**src/rtl/fsk_demod_pkg.sv**
```systemverilog
// Package fsk_demod_pkg
// Shared constants, the interval record passed from the half-period timer
// to its consumers, and a helper that converts a tone frequency into a
// half-period length in sample ticks.
package fsk_demod_pkg;

    // Result of one measured half-period.
    typedef struct packed {
        logic stb;   // one-cycle strobe: a measurement completed
        logic ok;    // the length lies inside the valid window
        logic mark;  // the length is above the mark/space threshold
    } ivl_t;

    // Half-period of a tone in ticks of a sample clock (rounded down).
    function automatic int half_ticks(input int sample_hz, input int tone_hz);
        return sample_hz / (2 * tone_hz);
    endfunction

    localparam int F_WIN_LO = 1000;  // lowest accepted tone, Hz
    localparam int F_MID    = 1650;  // mark/space decision frequency, Hz
    localparam int F_WIN_HI = 2600;  // highest accepted tone, Hz

endpackage

```
**src/rtl/fsk_tick_gen.sv**
```systemverilog
// Module fsk_tick_gen
// Divides the system clock into a one-cycle sample tick every DIV clocks.
// Assumes DIV >= 1. The divider is held cleared while run is low.
module fsk_tick_gen #(
    parameter int DIV = 947
) (
    input  logic clk,
    input  logic rst_n,
    input  logic run,
    output logic tick_o
);
    localparam int DW = (DIV > 1) ? $clog2(DIV) : 1;
    localparam logic [DW-1:0] LAST = DW'(DIV - 1);

    logic [DW-1:0] div_q;

    // Count clocks and emit a tick when the divider wraps.
    always_ff @(posedge clk) begin
        if (!rst_n || !run) begin
            div_q  <= '0;
            tick_o <= 1'b0;
        end else if (div_q == LAST) begin
            div_q  <= '0;
            tick_o <= 1'b1;
        end else begin
            div_q  <= div_q + 1'b1;
            tick_o <= 1'b0;
        end
    end
endmodule

```
**src/rtl/fsk_in_sync.sv**
```systemverilog
// Module fsk_in_sync
// Brings the asynchronous sliced input into the clock domain through a
// STAGES-deep flop chain and flags every change of the synchronised level.
// Assumes STAGES >= 2. Not gated by power, so that powering up produces
// no false edge.
module fsk_in_sync #(
    parameter int STAGES = 2
) (
    input  logic clk,
    input  logic rst_n,
    input  logic din,
    output logic edge_o
);
    logic [STAGES-1:0] chain_q;
    logic              prev_q;

    // Shift the raw input through the synchroniser chain.
    always_ff @(posedge clk) begin
        if (!rst_n) chain_q <= '0;
        else        chain_q <= {chain_q[STAGES-2:0], din};
    end

    // Remember the last synchronised level for edge detection.
    always_ff @(posedge clk) begin
        if (!rst_n) prev_q <= 1'b0;
        else        prev_q <= chain_q[STAGES-1];
    end

    assign edge_o = chain_q[STAGES-1] ^ prev_q;
endmodule

```
**src/rtl/fsk_half_timer.sv**
```systemverilog
// Module fsk_half_timer
// Counts sample ticks between successive input edges. On each edge it
// reports the length: valid or not, and mark or space. The first edge
// after run rises, or after a timeout, only arms the timer. A stretch of
// TMO ticks without an edge raises a one-cycle timeout.
// Assumes edges are at least a few ticks apart.
module fsk_half_timer
    import fsk_demod_pkg::*;
#(
    parameter int MIN_T = 10,
    parameter int MID_T = 16,
    parameter int MAX_T = 26,
    parameter int TMO   = 104
) (
    input  logic clk,
    input  logic rst_n,
    input  logic run,
    input  logic tick,
    input  logic edge_i,
    output ivl_t ivl_o,
    output logic tmo_o
);
    localparam int CW = $clog2(TMO + 1);
    localparam logic [CW-1:0] MIN_C = CW'(MIN_T);
    localparam logic [CW-1:0] MID_C = CW'(MID_T);
    localparam logic [CW-1:0] MAX_C = CW'(MAX_T);
    localparam logic [CW-1:0] TMO_C = CW'(TMO);

    logic [CW-1:0] cnt_q;
    logic          armed_q;

    // Measure intervals, classify them on each edge, detect silence.
    always_ff @(posedge clk) begin
        if (!rst_n || !run) begin
            cnt_q   <= '0;
            armed_q <= 1'b0;
            ivl_o   <= '0;
            tmo_o   <= 1'b0;
        end else begin
            ivl_o.stb <= 1'b0;
            tmo_o     <= 1'b0;
            if (edge_i) begin
                ivl_o.stb  <= armed_q;
                ivl_o.ok   <= (cnt_q >= MIN_C) && (cnt_q <= MAX_C);
                ivl_o.mark <= (cnt_q > MID_C);
                cnt_q      <= tick ? CW'(1) : '0;
                armed_q    <= 1'b1;
            end else if (tick && cnt_q != TMO_C) begin
                cnt_q <= cnt_q + 1'b1;
                if (cnt_q == TMO_C - 1'b1 && armed_q) begin
                    tmo_o   <= 1'b1;
                    armed_q <= 1'b0;
                end
            end
        end
    end

    // a measurement is only reported on the cycle after an edge.
    assert_stb_after_edge_R8: assert property (@(posedge clk) disable iff (!rst_n)
        ivl_o.stb |-> $past(edge_i));

    // a timeout and a measurement never coincide.
    assert_tmo_excl_R5: assert property (@(posedge clk) disable iff (!rst_n)
        !(tmo_o && ivl_o.stb));
endmodule

```
**src/rtl/fsk_carrier_ctl.sv**
```systemverilog
// Module fsk_carrier_ctl
// Tracks runs of valid and invalid intervals and the power-up settling
// time, and keeps the carrier-present state. Carrier is granted after
// RUN valid intervals once settled. It is withdrawn after RUN invalid
// intervals or on a timeout.
// Assumes RUN >= 1 and SETUP >= 1.
module fsk_carrier_ctl
    import fsk_demod_pkg::*;
#(
    parameter int RUN   = 4,
    parameter int SETUP = 2640
) (
    input  logic clk,
    input  logic rst_n,
    input  logic run,
    input  logic tick,
    input  ivl_t ivl_i,
    input  logic tmo_i,
    output logic cd_on_o
);
    localparam int RW = $clog2(RUN + 1);
    localparam int SW = $clog2(SETUP + 1);
    localparam logic [RW-1:0] RUN_C   = RW'(RUN);
    localparam logic [SW-1:0] SETUP_C = SW'(SETUP);

    logic [RW-1:0] good_q;
    logic [RW-1:0] bad_q;
    logic [SW-1:0] settle_q;
    logic          settled_q;

    // Count ticks since power-up until the settling period is over.
    always_ff @(posedge clk) begin
        if (!rst_n || !run) begin
            settle_q  <= '0;
            settled_q <= 1'b0;
        end else if (tick && !settled_q) begin
            if (settle_q == SETUP_C - 1'b1) settled_q <= 1'b1;
            settle_q <= settle_q + 1'b1;
        end
    end

    // Keep saturating run lengths of valid and invalid intervals.
    always_ff @(posedge clk) begin
        if (!rst_n || !run || tmo_i) begin
            good_q <= '0;
            bad_q  <= '0;
        end else if (ivl_i.stb) begin
            if (ivl_i.ok) begin
                bad_q <= '0;
                if (good_q != RUN_C) good_q <= good_q + 1'b1;
            end else begin
                good_q <= '0;
                if (bad_q != RUN_C) bad_q <= bad_q + 1'b1;
            end
        end
    end

    // Grant or withdraw the carrier from the run lengths and settling.
    always_ff @(posedge clk) begin
        if (!rst_n || !run || tmo_i) begin
            cd_on_o <= 1'b0;
        end else if (bad_q == RUN_C) begin
            cd_on_o <= 1'b0;
        end else if (settled_q && good_q == RUN_C) begin
            cd_on_o <= 1'b1;
        end
    end

    // carrier is never reported before the settling period ends.
    assert_cd_after_setup_R6: assert property (@(posedge clk) disable iff (!rst_n)
        cd_on_o |-> settled_q);

    // a timeout withdraws the carrier on the next cycle.
    assert_tmo_drops_cd_R5: assert property (@(posedge clk) disable iff (!rst_n)
        tmo_i |=> !cd_on_o);

    // carrier only appears after a full run of valid intervals.
    assert_cd_needs_run_R5: assert property (@(posedge clk) disable iff (!rst_n)
        $rose(cd_on_o) |-> $past(good_q) == RUN_C);
endmodule

```
**src/rtl/fsk_tone_demod.sv**
```systemverilog
// Module fsk_tone_demod
// Top level of the two-tone FSK demodulator. It ties together the tick
// divider, the input synchroniser, the half-period timer and the carrier
// tracker, and holds the raw data level and its falling-edge pulse.
// Assumes fsk_in is an already sliced one-bit waveform. All thresholds
// derive from SAMPLE_HZ. The tick rate is clk / CLK_DIV and must equal
// SAMPLE_HZ.
module fsk_tone_demod
    import fsk_demod_pkg::*;
#(
    parameter int SAMPLE_HZ   = 52800,
    parameter int CLK_DIV     = 947,
    parameter int SYNC_STAGES = 2,
    parameter int CD_RUN      = 4,
    parameter int SETUP_TICKS = SAMPLE_HZ / 20
) (
    input  logic clk,
    input  logic rst_n,
    input  logic pwr_en,
    input  logic fsk_in,
    output logic data_o,
    output logic cd_n_o,
    output logic fall_o
);
    localparam int MIN_T = half_ticks(SAMPLE_HZ, F_WIN_HI);
    localparam int MID_T = half_ticks(SAMPLE_HZ, F_MID);
    localparam int MAX_T = half_ticks(SAMPLE_HZ, F_WIN_LO);
    localparam int TMO_T = 4 * MAX_T;

    logic tick;
    logic edge_s;
    ivl_t ivl;
    logic tmo;
    logic cd_on;

    fsk_tick_gen #(.DIV(CLK_DIV)) u_tick (
        .clk(clk), .rst_n(rst_n), .run(pwr_en), .tick_o(tick)
    );

    fsk_in_sync #(.STAGES(SYNC_STAGES)) u_sync (
        .clk(clk), .rst_n(rst_n), .din(fsk_in), .edge_o(edge_s)
    );

    fsk_half_timer #(
        .MIN_T(MIN_T), .MID_T(MID_T), .MAX_T(MAX_T), .TMO(TMO_T)
    ) u_timer (
        .clk(clk), .rst_n(rst_n), .run(pwr_en), .tick(tick),
        .edge_i(edge_s), .ivl_o(ivl), .tmo_o(tmo)
    );

    fsk_carrier_ctl #(.RUN(CD_RUN), .SETUP(SETUP_TICKS)) u_carrier (
        .clk(clk), .rst_n(rst_n), .run(pwr_en), .tick(tick),
        .ivl_i(ivl), .tmo_i(tmo), .cd_on_o(cd_on)
    );

    // Update the raw level from valid intervals and flag each 1-to-0 step.
    always_ff @(posedge clk) begin
        if (!rst_n || !pwr_en) begin
            data_o <= 1'b1;
            fall_o <= 1'b0;
        end else begin
            fall_o <= 1'b0;
            if (ivl.stb && ivl.ok) begin
                data_o <= ivl.mark;
                fall_o <= data_o && !ivl.mark;
            end
        end
    end

    assign cd_n_o = ~cd_on;

    // one cycle after power-down, all outputs sit at their idle levels.
    assert_pd_idle_R8: assert property (@(posedge clk) disable iff (!rst_n)
        !pwr_en |=> (data_o && cd_n_o && !fall_o));

    // the pulse coincides with a low level that was high just before.
    assert_fall_edge_R7: assert property (@(posedge clk) disable iff (!rst_n)
        fall_o |-> (!data_o && $past(data_o)));

    // the pulse never lasts two cycles.
    assert_fall_single_R7: assert property (@(posedge clk) disable iff (!rst_n)
        fall_o |=> !fall_o);

    // while powered, the level only moves after a valid interval.
    assert_data_moves_on_valid_R4: assert property (@(posedge clk) disable iff (!rst_n)
        (pwr_en && $past(pwr_en) && data_o != $past(data_o)) |-> $past(ivl.stb && ivl.ok));
endmodule

```
**config.mk**
```make
export PLATFORM = sky130hd
export DESIGN_NAME = fsk_tone_demod
export DESIGN_NICKNAME = d
export VERILOG_FILES = /design/src/rtl/fsk_demod_pkg.sv /design/src/rtl/fsk_tick_gen.sv /design/src/rtl/fsk_in_sync.sv /design/src/rtl/fsk_half_timer.sv /design/src/rtl/fsk_carrier_ctl.sv /design/src/rtl/fsk_tone_demod.sv
export SDC_FILE = /design/constraint.sdc
export NUM_CORES = 1
export LEC_CHECK = 0
export BUFFER_PORTS_ARGS = -buffer_cell sky130_fd_sc_hd__buf_2
export CAP_MARGIN = 10
export CORE_MARGIN = 8
export CORE_UTILIZATION = 57
export DETAILED_ROUTE_END_ITERATION = 8
export GPL_ROUTABILITY_DRIVEN = 1
export GPL_TIMING_DRIVEN = 1
export PLACE_DENSITY = 0.8
export SLEW_MARGIN = 20
export SYNTH_ARGS = -nofsm -noshare
export SYNTH_HDL_FRONTEND = slang
export SYNTH_SLANG_ARGS = --single-unit
```
**constraint.sdc**
```tcl
create_clock -name clk -period 1.8 [get_ports clk]
set_input_delay 0.09 -clock clk [delete_from_list [all_inputs] [get_ports clk]]
set_output_delay 0.09 -clock clk [all_outputs]
set_load 0.01 [all_outputs]
```
# After elaboration in Yosys (flattened, before gate mapping)
# Index checks and enable logic that the tools add are counted.
# totals
regBits,48
input_bits,4
output_inout_bits,3
elab_cells,76
# op_classes
n_addsub,5
n_lt_le_gt_ge,3
eq_ne,9
muxes,12
bitwise_logic,5
reduce_logical,25
# op_table
op,n
7-bit two-way mux,2
"12-bit by 1-bit adder with 12-bit output, second input constant",1
"12-bit equality test, second input constant",1
3-bit two-way mux,4
"10-bit by 1-bit adder with 10-bit output, second input constant",1
"10-bit equality test, second input constant",1
2-bit AND reduction,4
2-bit OR reduction,4
"7-bit by 1-bit adder with 7-bit output, second input constant",1
"7-bit equality test, second input constant",1
"7-bit by 4-bit >= comparator with 1-bit output, second input constant",1
"7-bit by 5-bit greater-than comparator with 1-bit output, second input constant",1
"7-bit by 5-bit less-or-equal comparator with 1-bit output, second input constant",1
1-bit logical AND,7
"7-bit inequality test, second input constant",1
"3-bit by 1-bit adder with 3-bit output, second input constant",2
"3-bit equality test, second input constant",2
1-bit two-way mux,6
"3-bit inequality test, second input constant",2
2-bit nonzero test,3
1-bit zero test,4
1-bit inverter,4
3-bit OR reduction,1
1-bit logical OR,2
2 further kinds,2

# Depth between registers and ports, before layout
# depth
ltp_word,5
ltp_mapped,6
ltp_nobuf,6

# By module
# From an unflattened synthesis, not the netlist that was laid out.
# hier_totals
cells_unflattened,244
hier_area_um2,2204.6
# modules_own_cells
module,n_inst,cells_per_inst,area_per_inst_um2,seq_area_each_um2
fsk_carrier_ctl,1,108,948.4,400.4
fsk_half_timer,1,70,624.3,240.2
fsk_tick_gen,1,51,467.9,220.2
fsk_in_sync,1,7,88.8,60.1
fsk_tone_demod,1,8,75.1,40.0

# Worst setup path after synthesis
# OpenSTA, ideal clock, no wires.
# synth_timing
path_type,flip-flop to flip-flop
startpoint,register u_tick.div_q[0]
endpoint,register u_tick.div_q[2]
setup_ps,117
arrival_ps,1279
slack_ps,403
stages_incl_launch_ff,7
n_path_buf,0
period_less_slack_ps,1397
cell_sequence,dfxtp_1 > inv_1 > ha_1 > nand4b_1 > or4_4 > nand2_2 > nor2_1
# synth_between
elab_chain_cells,2
word_cells_on_any_way,3
classes_between,add/sub: 1; eq/ne: 1; reduce/logical: 1
# synth_rtl
item,line,rtl
"start, declared",fsk_tick_gen.sv:15,logic [DW-1:0] div_q;
"start signal, assigned",fsk_tick_gen.sv:26,div_q <= div_q + 1'b1;
"parallel branches: the longest is 2 deep, another holds 10-bit by 1-bit adder with 10-bit output",-,
# Parallel ways; which one is timed is not known.
# A chain may end at the register's enable or synchronous reset.

# Final worst setup path
# layout_timing
startpoint,register u_tick.div_q[0]
endpoint,register u_tick.div_q[6]
# Same word-level chain as after synthesis.

==> metrics.log <==
[metrics] mean routed wirelength per cell: 11.85 um
[metrics] kind of end point of the critical path: flip-flop
[metrics] syn nets: 262
[metrics] overflow left after global routing: 0
[metrics] combined area of the multi-input logic cells: 1155 um^2
[metrics] first-pass detailed-route iteration total: 4
[metrics] via count of the first global-routing pass: 1514
[metrics] Hold Buf Count CTS: 0
[metrics] setup repair bufs after CTS: 0
[metrics] post-route ant nets: 0
[metrics] clock transition at the register clock pins on the worst setup and hold paths after CTS: approximately 80 ps
[metrics] combinational family with the most area after synthesis: simple AND/OR/NAND/NOR gates
[metrics] routed vias: 1691
[metrics] TritonCTS Buffers: 5
[metrics] standby leakage power: 0.8115 nW
[metrics] Core Area: 3689 um^2
[metrics] crit path time final: approximately 1500 ps
[metrics] end point of the most critical hold path: u_sync.chain_q[0]
[metrics] Yosys reg bits: 48
[metrics] highest attainable clock frequency: 664.5 MHz
[metrics] number of rows in the core area: 22
[metrics] net count reported at finish: 269
[metrics] synth-to-layout area growth: 7.355%
[metrics] portion of the post-synthesis area used by sequential elements: 43.79%
[metrics] die area: 6092 um^2
[metrics] Slew @ Worst Pin: 621.2 ps
[metrics] drt total wl: approximately 3600 um
[metrics] maximum ir drop on the vdd rail: between 0.7 and 0.8 mV
[metrics] clock latency on the worst-skew pair: between 200 and 300 ps
[metrics] largest net degree at the start of global routing: 20
[metrics] count of fill cells added during filler insertion: 322
[metrics] post-synthesis mux area share: less than 1%
[metrics] Worst Skew: 8.764 ps
[metrics] data arrival at the endpoint of the critical path: 1690 ps
[metrics] area of all sequential standard cells: between 900 and 1000 um^2
[metrics] last weighted congestion value of the routability-driven placer: 0.8756
[metrics] power density over the cells: 749.9 nW/um^2
[metrics] run status: completed
[metrics] Relative slew margins: 58.49%
[metrics] Die Y: 78.05 um
[metrics] Final Hold Fails: 0
[metrics] number of max-slew violations in the final report: 0
[metrics] DIE WIDTH: 78.05 um
[metrics] required time of the worst setup path: between 1500 and 2000 ps
[metrics] CTS HTree Levels: 2
[metrics] Most used DFF post-synth: dfxtp_1
[metrics] Avg Synthesized Cell Area: 8.849 um^2
[metrics] Clock Path Buffers: 2
[metrics] cell count of the worst reg-to-reg path: 6
[metrics] Hold Crit Start: fsk_in
[metrics] reg-to-reg startpoint: u_tick.div_q[0]
[metrics] Synth Area in Compound Gates: between 10% and 20%
[metrics] count of distinct cell types in the synthesized netlist: 43
[metrics] Adder-Cell Fraction of Synth Area: about 5.7%
[metrics] number of sinks driven by the clock tree: 48
[metrics] effective utilization at floorplan: 59.50%
[metrics] kind of critical path: flip-flop to flip-flop
[metrics] number of port buffers: 6
[metrics] Boundary Pins: 7
[metrics] wire length of the first global-routing pass: 6610 um
[metrics] proportion of layout cells with a drive suffix above 1: 8.203%
[metrics] Tightest Hold Check Type: input pin to flip-flop
[metrics] period utilisation layout: 83.61%
[metrics] Max-cap violations: 0
[metrics] DP Cell Count: 296
[metrics] root buffer selected by CTS: clkbuf_8
[metrics] Antenna diodes: 0
[metrics] Post-Syn Instances: about 250
[metrics] area share of and/or/nand/nor cells after synthesis: 26.45%
[metrics] post-CTS sizing: 0
[metrics] antenna violations before repair: 0
[metrics] total of warnings raised by yosys: 0
[metrics] fraction of registers with async set/reset: 0%
[metrics] DRC violation total after the first TritonRoute iteration: 107
[metrics] final total negative setup slack: 0 ps
[metrics] clock tree from TritonCTS: built
[metrics] number of enable flip-flop cells after synthesis: 0
[metrics] final instance area: around 2400 um^2
[metrics] combined global-route utilization of all metal layers: 12.73%
[metrics] via density per instance: 5.563
[metrics] synthesized cell area: 2195 um^2
[metrics] cell area after placement: 2262 um^2
[metrics] Worst R2R Setup Slack: 300 ps
[metrics] worst hold path stage count: 2
[metrics] Max Fanout on Critical Path: 9
[metrics] Reg2Reg Capture Point: u_tick.div_q[6]
[metrics] DRC Markers: 0
[metrics] share of the synthesized netlist area taken by xor and xnor gates: ~8%
[metrics] number of endpoints failing setup at the final stage: 0
[metrics] CP Launch Type: flip-flop
[metrics] number of standard cells in the layout, taps in and fillers out: 304
[metrics] setup repair after global routing missed its margin: no
[metrics] final HPWL from detailed placement: 2564 um
## power by group
group | internal (mW) | switching, mW | leakage [nW]
sequential | 1.07 | 0.00521 | 0.387
combinational | 0.0101 | 0.0245 | 0.380
clock | 0.313 | 0.347 | 0.0445
## cell families (layout without fill, tap and decap cells)
logic type | count (synthesis) | in the layout
flip-flops | 48 | 48
AND/OR/NAND/NOR | 109 | 109
adder cells (fa/ha/maj) | 10 | 10
buffers and inverters | 20 | 28
XOR/XNOR | 20 | 20
multiplexers | 2 | 2
AO/OA/AOI/OAI | 39 | 39
## cells in the mapped netlist, drive strengths merged (2+ instances only)
master | n | area share [%]
a31oi | 4 | 1.1
xor2 | 12 | 4.8
o21ai | 8 | 1.8
buf | 3 | 0.68
nor4 | 4 | 1.8
mux2i | 2 | 0.91
nand2b | 4 | 1.1
a211oi | 2 | 0.68
nand2 | 25 | 4.4
a21oi | 10 | 2.3
nand4 | 9 | 3.1
inv | 13 | 2.2
nand3b | 3 | 1.0
and2 | 5 | 1.4
ha | 10 | 5.7
nor3 | 4 | 0.91
o22ai | 2 | 0.57
nand3 | 12 | 2.7
dfxtp | 48 | 44
xnor2 | 8 | 3.2
and4 | 3 | 1.2
nor2 | 30 | 5.1
clkbuf | 4 | 0.68
or3 | 5 | 1.4
a41oi | 2 | 0.80
a31o | 2 | 0.80
## metal layers
metal / global-route usage [%] / share of wire (%) / vias to the layer above
li1: - / - / 886
met1: 16.77 / 52 / 786
met2: 19.47 / 44 / 15
met3: 3.417 / 2.6 / 4
met4: 4.630 / 0.89 / 0
met5: 0 / 0 / -
## flip-flops by register name, indices dropped and copies added, names as in the netlist
| signal | flops |
|---|---|
| data_o | 1 |
| u_carrier.good_q | 3 |
| u_carrier.settle_q | 12 |
| u_tick.tick_o | 1 |
| u_tick.div_q | 10 |
| u_carrier.settled_q | 1 |
| u_timer.tmo_o | 1 |
| fall_o | 1 |
| u_sync.prev_q | 1 |
| u_timer.cnt_q | 7 |
| u_carrier.bad_q | 3 |
| u_sync.chain_q | 2 |
| u_carrier.cd_on_o | 1 |
| u_timer.armed_q | 1 |
| u_timer.ivl_o | 3 |
## how the worst max path moves through the flow
stage / start / to / slack [ps] / depth (start not counted)
3_5_place_dp: u_tick.div_q[0] / u_tick.div_q[6] / 300 / 6
4_1_cts: u_tick.div_q[0] / u_tick.div_q[6] / 280 / 6
2_1_floorplan: u_tick.div_q[0] / u_tick.div_q[2] / 400 / 6
6_report: u_tick.div_q[0] / u_tick.div_q[6] / 300 / 6
5_1_grt: u_tick.div_q[0] / u_tick.div_q[6] / 160 / 6
3_3_place_gp: u_tick.div_q[0] / u_tick.div_q[5] / 330 / 6
## stage by stage
stage | hold WS (ps) | power [mW] | setup WS, ps | utilization, %
final | 4.462 | 1.767 | 295.1 | 63.87
after CTS | 1.778 | 1.790 | 281.8 | 63.87
after global routing | 1.347 | 1.835 | 162.3 | 63.87
after detailed placement | 310.2 | 1.133 | 295.8 | 61.33
after global placement | 297.5 | 1.132 | 334.8 | 61.33
after floorplan | 211.7 | 1.121 | 403.2 | -
## cells in the final DEF (no fill, tap or decap), drive strengths merged, types with 2 or more instances in the layout
master	count
dfxtp	48
nand2	25
nand4	9
nor2	30
xor2	12
and4	3
clkbuf	7
a31o	2
nand3	12
nor4	4
buf	7
a41oi	2
nand3b	3
a211oi	2
o22ai	2
a21oi	10
ha	10
and2	5
xnor2	8
inv	13
mux2i	2
or3	5
o21ai	8
nor3	4
nand2b	4
a31oi	4
## layout make-up
| cell class | instances | area share (%) |
|---|---|---|
| clock buffers | 7 | 3.664 |
| clock inverters | 1 | 0.3186 |
| inverters | 13 | 2.071 |
| multi-input cells | 180 | 49.02 |
| flip-flops and latches | 48 | 40.79 |
| well taps | 48 | 2.549 |
| repair buffers | 7 | 1.593 |
## worst max-delay path: stages (launching register included)
cell and delay (ps):
dfxtp_1 350, inv_1 60, ha_1 130, nand4b_1 100, or4_4 500, nand2_2 180
nor2_1 70
Power figures use the tool's default switching activity.
